`config.mk`:
```
export PLATFORM = sky130hd
export DESIGN_NAME = xproc_mailbox
export DESIGN_NICKNAME = d
export VERILOG_FILES = /design/src/rtl/xmb_pkg.sv /design/src/rtl/xmb_flag.sv /design/src/rtl/xmb_channel.sv /design/src/rtl/xmb_host_regs.sv /design/src/rtl/xmb_slave_regs.sv /design/src/rtl/xproc_mailbox.sv
export SDC_FILE = /design/constraint.sdc
export NUM_CORES = 1
export LEC_CHECK = 0
export BUFFER_PORTS_ARGS = -buffer_cell sky130_fd_sc_hd__buf_2
export CORE_ASPECT_RATIO = 1.4
export CORE_MARGIN = 3
export CORE_UTILIZATION = 48
export CTS_CLUSTER_SIZE = 28
export DETAILED_ROUTE_END_ITERATION = 12
export PLACE_DENSITY = 0.82
export SLEW_MARGIN = 20
export SYNTH_ARGS = -nofsm -noshare
export SYNTH_HDL_FRONTEND = slang
export SYNTH_SLANG_ARGS = --single-unit
```
`constraint.sdc`:
```
create_clock -name clk -period 3 [get_ports clk]
set_input_delay 0.3 -clock clk [delete_from_list [all_inputs] [get_ports clk]]
set_output_delay 0.3 -clock clk [all_outputs]
set_load 0.05 [all_outputs]
```
`src/rtl/xmb_pkg.sv`:
```
package xmb_pkg;

    // Host register map; the spacing follows the byte lanes the host decodes.
    typedef enum logic [3:0] {
        HREG_DATA    = 4'h0,
        HREG_IRQ     = 4'h1,
        HREG_RXSTAT  = 4'h4,
        HREG_TXSTAT  = 4'h5,
        HREG_TAGSTAT = 4'h6,
        HREG_CMD     = 4'h8
    } hreg_e;

    // Slave register map.
    typedef enum logic [2:0] {
        SREG_STATUS = 3'd0,
        SREG_DATA   = 3'd1,
        SREG_IRQ    = 3'd2
    } sreg_e;

    // Slave status byte bit positions.
    localparam int unsigned SST_TAG   = 0;
    localparam int unsigned SST_RXRDY = 1;
    localparam int unsigned SST_TXRDY = 2;
    localparam int unsigned SST_STRAP = 3;

    // Index of each pending-interrupt cell.
    localparam int unsigned IRQ_TO_HOST  = 0;
    localparam int unsigned IRQ_TO_SLAVE = 1;
    localparam int unsigned IRQ_COUNT    = 2;

endpackage

```
`src/rtl/xmb_flag.sv`:
```
// Single sticky flag: set has priority over clear.
module xmb_flag (
    input  logic clk,
    input  logic rst_n,
    input  logic set_i,
    input  logic clr_i,
    output logic flag_o
);
    typedef struct packed {
        logic pend;
    } flag_t;

    flag_t st_d, st_q;

    always_comb begin
        st_d = st_q;
        if (clr_i) st_d.pend = 1'b0;
        if (set_i) st_d.pend = 1'b1;
    end

    always_ff @(posedge clk or negedge rst_n) begin
        if (!rst_n) st_q <= '0;
        else        st_q <= st_d;
    end

    assign flag_o = st_q.pend;
endmodule

```
`src/rtl/xmb_channel.sv`:
```
// One-byte latch with a full flag; a load in the same clock as a take wins.
module xmb_channel #(
    parameter int unsigned DW = 8
) (
    input  logic          clk,
    input  logic          rst_n,
    input  logic          load_i,
    input  logic [DW-1:0] din_i,
    input  logic          take_i,
    output logic [DW-1:0] dout_o,
    output logic          full_o
);
    typedef struct packed {
        logic [DW-1:0] data;
        logic          full;
    } chan_t;

    chan_t ch_d, ch_q;

    always_comb begin
        ch_d = ch_q;
        if (take_i) ch_d.full = 1'b0;
        if (load_i) begin
            ch_d.data = din_i;
            ch_d.full = 1'b1;
        end
    end

    always_ff @(posedge clk or negedge rst_n) begin
        if (!rst_n) ch_q <= '0;
        else        ch_q <= ch_d;
    end

    assign dout_o = ch_q.data;
    assign full_o = ch_q.full;
endmodule

```
`src/rtl/xmb_host_regs.sv`:
```
// Host-side register decode: strobes to actions, state to read data.
module xmb_host_regs
    import xmb_pkg::*;
#(
    parameter int unsigned DW = 8
) (
    input  logic          cs_i,
    input  logic [3:0]    addr_i,
    input  logic          rd_i,
    input  logic          wr_i,
    input  logic [DW-1:0] s2h_data_i,
    input  logic          s2h_full_i,
    input  logic          h2s_full_i,
    input  logic          h2s_tag_i,
    input  logic          irq_pend_i,
    output logic          load_o,
    output logic          tag_set_o,
    output logic          tag_clr_o,
    output logic          take_o,
    output logic          irq_clr_o,
    output logic          irq_raise_o,
    output logic [DW-1:0] rdata_o
);
    localparam int unsigned FLAG_BIT = DW - 1;

    logic rd_en, wr_en;
    assign rd_en = cs_i && rd_i;
    assign wr_en = cs_i && wr_i;

    always_comb begin
        tag_clr_o   = wr_en && (addr_i == HREG_DATA);
        tag_set_o   = wr_en && (addr_i == HREG_CMD);
        load_o      = tag_clr_o || tag_set_o;
        irq_raise_o = wr_en && (addr_i == HREG_IRQ);
        take_o      = rd_en && (addr_i == HREG_DATA);
        irq_clr_o   = rd_en && (addr_i == HREG_IRQ);
    end

    always_comb begin
        rdata_o = '0;
        if (cs_i) begin
            unique case (addr_i)
                HREG_DATA:    rdata_o = s2h_data_i;
                HREG_IRQ:     rdata_o[FLAG_BIT] = irq_pend_i;
                HREG_RXSTAT:  rdata_o[FLAG_BIT] = s2h_full_i;
                HREG_TXSTAT:  rdata_o[FLAG_BIT] = !h2s_full_i;
                HREG_TAGSTAT: rdata_o[FLAG_BIT] = h2s_tag_i;
                default:      rdata_o = '0;
            endcase
        end
    end
endmodule

```
`src/rtl/xmb_slave_regs.sv`:
```
// Slave-side register decode.
module xmb_slave_regs
    import xmb_pkg::*;
#(
    parameter int unsigned DW = 8
) (
    input  logic          cs_i,
    input  logic [2:0]    addr_i,
    input  logic          rd_i,
    input  logic          wr_i,
    input  logic [DW-1:0] h2s_data_i,
    input  logic          h2s_full_i,
    input  logic          h2s_tag_i,
    input  logic          s2h_full_i,
    input  logic          irq_pend_i,
    input  logic          strap_i,
    output logic          load_o,
    output logic          take_o,
    output logic          irq_clr_o,
    output logic          irq_raise_o,
    output logic [DW-1:0] rdata_o
);
    logic rd_en, wr_en;
    assign rd_en = cs_i && rd_i;
    assign wr_en = cs_i && wr_i;

    always_comb begin
        load_o      = wr_en && (addr_i == SREG_DATA);
        take_o      = rd_en && (addr_i == SREG_DATA);
        irq_raise_o = wr_en && (addr_i == SREG_IRQ);
        irq_clr_o   = rd_en && (addr_i == SREG_IRQ);
    end

    always_comb begin
        rdata_o = '0;
        if (cs_i) begin
            unique case (addr_i)
                SREG_STATUS: begin
                    rdata_o[SST_TAG]   = h2s_tag_i;
                    rdata_o[SST_RXRDY] = h2s_full_i;
                    rdata_o[SST_TXRDY] = !s2h_full_i;
                    rdata_o[SST_STRAP] = strap_i;
                end
                SREG_DATA: rdata_o    = h2s_data_i;
                SREG_IRQ:  rdata_o[0] = irq_pend_i;
                default:   rdata_o    = '0;
            endcase
        end
    end
endmodule

```
`src/rtl/xproc_mailbox.sv`:
```
module xproc_mailbox
    import xmb_pkg::*;
#(
    parameter int unsigned DATA_W = 8
) (
    input  logic              clk,
    input  logic              rst_n,
    input  logic              h_cs,
    input  logic [3:0]        h_addr,
    input  logic              h_rd,
    input  logic              h_wr,
    input  logic [DATA_W-1:0] h_wdata,
    output logic [DATA_W-1:0] h_rdata,
    output logic              h_irq,
    input  logic              s_cs,
    input  logic [2:0]        s_addr,
    input  logic              s_rd,
    input  logic              s_wr,
    input  logic [DATA_W-1:0] s_wdata,
    output logic [DATA_W-1:0] s_rdata,
    output logic              s_irq,
    input  logic              s_strap
);
    logic [DATA_W-1:0] h2s_data, s2h_data;
    logic              h2s_full, s2h_full, h2s_tag;
    logic              h_load, h_tag_set, h_tag_clr, h_take, h_irq_clr, h_irq_raise;
    logic              s_load, s_take, s_irq_clr, s_irq_raise;
    logic [IRQ_COUNT-1:0] irq_set, irq_clr, irq_pend;

    xmb_host_regs #(.DW(DATA_W)) u_hregs (
        .cs_i(h_cs), .addr_i(h_addr), .rd_i(h_rd), .wr_i(h_wr),
        .s2h_data_i(s2h_data), .s2h_full_i(s2h_full),
        .h2s_full_i(h2s_full), .h2s_tag_i(h2s_tag),
        .irq_pend_i(irq_pend[IRQ_TO_HOST]),
        .load_o(h_load), .tag_set_o(h_tag_set), .tag_clr_o(h_tag_clr),
        .take_o(h_take), .irq_clr_o(h_irq_clr), .irq_raise_o(h_irq_raise),
        .rdata_o(h_rdata)
    );

    xmb_slave_regs #(.DW(DATA_W)) u_sregs (
        .cs_i(s_cs), .addr_i(s_addr), .rd_i(s_rd), .wr_i(s_wr),
        .h2s_data_i(h2s_data), .h2s_full_i(h2s_full), .h2s_tag_i(h2s_tag),
        .s2h_full_i(s2h_full), .irq_pend_i(irq_pend[IRQ_TO_SLAVE]),
        .strap_i(s_strap),
        .load_o(s_load), .take_o(s_take), .irq_clr_o(s_irq_clr),
        .irq_raise_o(s_irq_raise), .rdata_o(s_rdata)
    );

    // Host-to-slave direction.
    xmb_channel #(.DW(DATA_W)) u_h2s (
        .clk(clk), .rst_n(rst_n), .load_i(h_load), .din_i(h_wdata),
        .take_i(s_take), .dout_o(h2s_data), .full_o(h2s_full)
    );

    // Slave-to-host direction.
    xmb_channel #(.DW(DATA_W)) u_s2h (
        .clk(clk), .rst_n(rst_n), .load_i(s_load), .din_i(s_wdata),
        .take_i(h_take), .dout_o(s2h_data), .full_o(s2h_full)
    );

    // Command tag travels with the host-to-slave byte.
    xmb_flag u_tag (
        .clk(clk), .rst_n(rst_n), .set_i(h_tag_set), .clr_i(h_tag_clr),
        .flag_o(h2s_tag)
    );

    always_comb begin
        irq_set[IRQ_TO_HOST]  = s_irq_raise;
        irq_clr[IRQ_TO_HOST]  = h_irq_clr;
        irq_set[IRQ_TO_SLAVE] = h_irq_raise;
        irq_clr[IRQ_TO_SLAVE] = s_irq_clr;
    end

    for (genvar i = 0; i < IRQ_COUNT; i++) begin : g_irq
        xmb_flag u_pend (
            .clk(clk), .rst_n(rst_n), .set_i(irq_set[i]), .clr_i(irq_clr[i]),
            .flag_o(irq_pend[i])
        );
    end

    assign h_irq = irq_pend[IRQ_TO_HOST];
    assign s_irq = irq_pend[IRQ_TO_SLAVE];
endmodule

```
==> qor.yml <==
timing:
  hold_viol_final: 0
  fin_skew_ps: 0
  fin_crit_sh_pct: 65.3
  setup-tns-final_ps: 0
  worst_slew_pin_slew_ps: 436
  whs_ps: 230
  report.final.slew_viol_count: 0
  rsz0062_at_grt: "no"
  slew_headroom_pct: 70.5
  fmax_ghz: 0.511
  fin_crit_ps: 1960
  setup_viol: 0
  setup_ws_ps: 1040
global_routing:
  grt_usage_pct: 17.6
  grt_pass1_wl_um: 3510
  grt_pass1_vias: 879
  gr-total-overflow: 0
  grt_max_degree: 22
  antenna_found_initial: 0
final_layout:
  area_delta_synth_final_pct: 28.5
  drive_gt1_share_pct: 54.0
  fin_cells: 160
  final_util_pct: 67.2
  design_area_um2: 1360
  num-nets-final: 172
  diodes: 0
clock_tree:
  root_buffer: "clkbuf_4"
  cts.repair.resized: 0
  cts_buffers: 3
  postCtsSetupBuffers: 0
  htree_levels: 1
  clk_pin_slew_worst_paths_ps: 110
  clk_latency_ps: 290
  cts_hold_buffers: 1
  clk_path_buf_depth: 2
  clock_sink_count: 21
  cts_tree: "yes"
logic_synthesis:
  synth_warnings: 0
  synth_mux_area_share_pct: 21.9
  synth_edf_count: 0
  syn_area_per_cell_um2: 12.3
  yosysSeqAreaShare_pct: 49.7
  syn_inst: 86
  yosys.area_share.xor_xnor_pct: 0
  synth_top_family_by_area: "multiplexers"
  synth_nets: 118
  ys_types: 28
  synth_compound_area_share_pct: 5.80
  ys_ff_latch: 21
  synthAdderAreaFrac_pct: 0
  synth_ff_type: "dfrtp_1"
  async_flop_share_pct: 100
  netlist_area_um2: 1060
  yosys.area_share.simple_pct: 21.5
min_path:
  min-delay-start: "h_wdata[2]"
  hold_path_class: "in2reg"
placement:
  place_ws_ps: 1090
  dp.cells: 155
  numPortBuffers: 49
  gp_congestion: 0.829
  place_area_um2: 1320
  place_hpwl_um: 1790
detailed_routing:
  avgRoutedWirePerCell_um: 13.5
  drc_errors: 0
  firstDrtPassIters: 4
  drt_iter0_markers: 13
  totalWireLength_um: 2160
  final_antenna_net_count: 0
  vias: 841
  routed_via_density: 5.26
floorplanning:
  die_width_um: 45.7
  num_rows: 19
  num_io_pins: 50
  start_util_pct: 52.3
  die_h_um: 61.5
  fp.coreArea_um2: 2020
  dieArea_um2: 2810
critical_path:
  worstSetupStartpoint: "g_irq[0].u_pend.flag_o"
  r2r_start: "u_tag.flag_o"
  worstSetupPathType: "reg2out"
  cp-end-kind: "output port"
  crit_fanout: 3
  crit_arrival_ps: 1660
  critPathLaunchType: "register"
  required_ps: 2700
status:
  status: "complete, no violations"
power:
  fin_total_pwr_uw: 687
  p_per_area_nw_per_um2: 506
  leakage_nw: 0.719
  irDropWorstVdd_v: 0.000416
job:
  drv_cap: 0
## flip-flops by register name, indices dropped and copies added, names as in the netlist
signal	cells
u_h2s.dout_o	8
u_s2h.dout_o	8
g_irq.u_pend.flag_o	2
u_h2s.full_o	1
u_s2h.full_o	1
u_tag.flag_o	1
## area by class of cell
class | count | area (µm²)
fillers | 174 | 662
inverters | 1 | 3.75
clock buffers | 3 | 22.5
clock inverters | 1 | 5.00
repair buffers | 50 | 255
flip-flops and latches | 21 | 526
well taps | 21 | 26.3
multi-input cells | 63 | 520
## worst max-delay path, stage by stage (launching register included)
cell      delay (ps)
dfrtp_1          390
mux2i_1           80
or3_1            310
a221oi_1         270
buf_2            310
## Yosys cell counts (all sizes together) (2+ instances only)
cell type / instances / area share (%)
mux2i: 4 / 3.8
dfrtp: 21 / 50
nand2: 6 / 2.4
nor2: 6 / 3.7
or3: 2 / 1.7
mux2: 17 / 18
nand2b: 2 / 1.2
and2: 11 / 6.5
## layout by cell type, fill, tap and decap left out, types with 2 or more instances in the layout
cell type / netlist / final
mux2_2: 17 / 17
nand2_1: 5 / 5
dfrtp_1: 21 / 21
clkbuf_4: 0 / 3
nor2_1: 5 / 5
and2_1: 11 / 11
buf_2: 0 / 49
mux2i_1: 4 / 4
nand2b_1: 2 / 2
## cell families (layout without fill, tap and decap cells)
family / after synthesis / count (layout)
flops: 21 / 21
compound gates: 8 / 8
mux: 21 / 21
buf+inv: 2 / 55
simple gates: 34 / 34
## worst paths after layout
path	to	slack (ps)	cells after the start
min in group asynchronous	u_h2s.dout_o[6]	470	2
max in group asynchronous	u_s2h.full_o	2220	2
worst min register to register	u_s2h.dout_o[6]	510	1
worst min-delay path	u_h2s.dout_o[2]	230	2
worst max-delay path	h_rdata[7]	1040	4
worst max register to register	u_tag.flag_o	2220	1
## report_power, final
part	leakage [nW]	internal (mW)	switching [mW]
registers	0.256	0.348	0.0347
clock network	0.0177	0.0495	0.0760
logic	0.446	0.0862	0.0928
## routing by layer
layer | global-route usage, % | vias up | part of all wire (%)
li1 | - | 414 | -
met5 | 0 | - | 0
met1 | 19.4 | 385 | 40
met4 | 10.9 | 0 | 2.3
met3 | 2.63 | 6 | 7.1
met2 | 30.7 | 36 | 51
(Power assumes the default switching activity.)
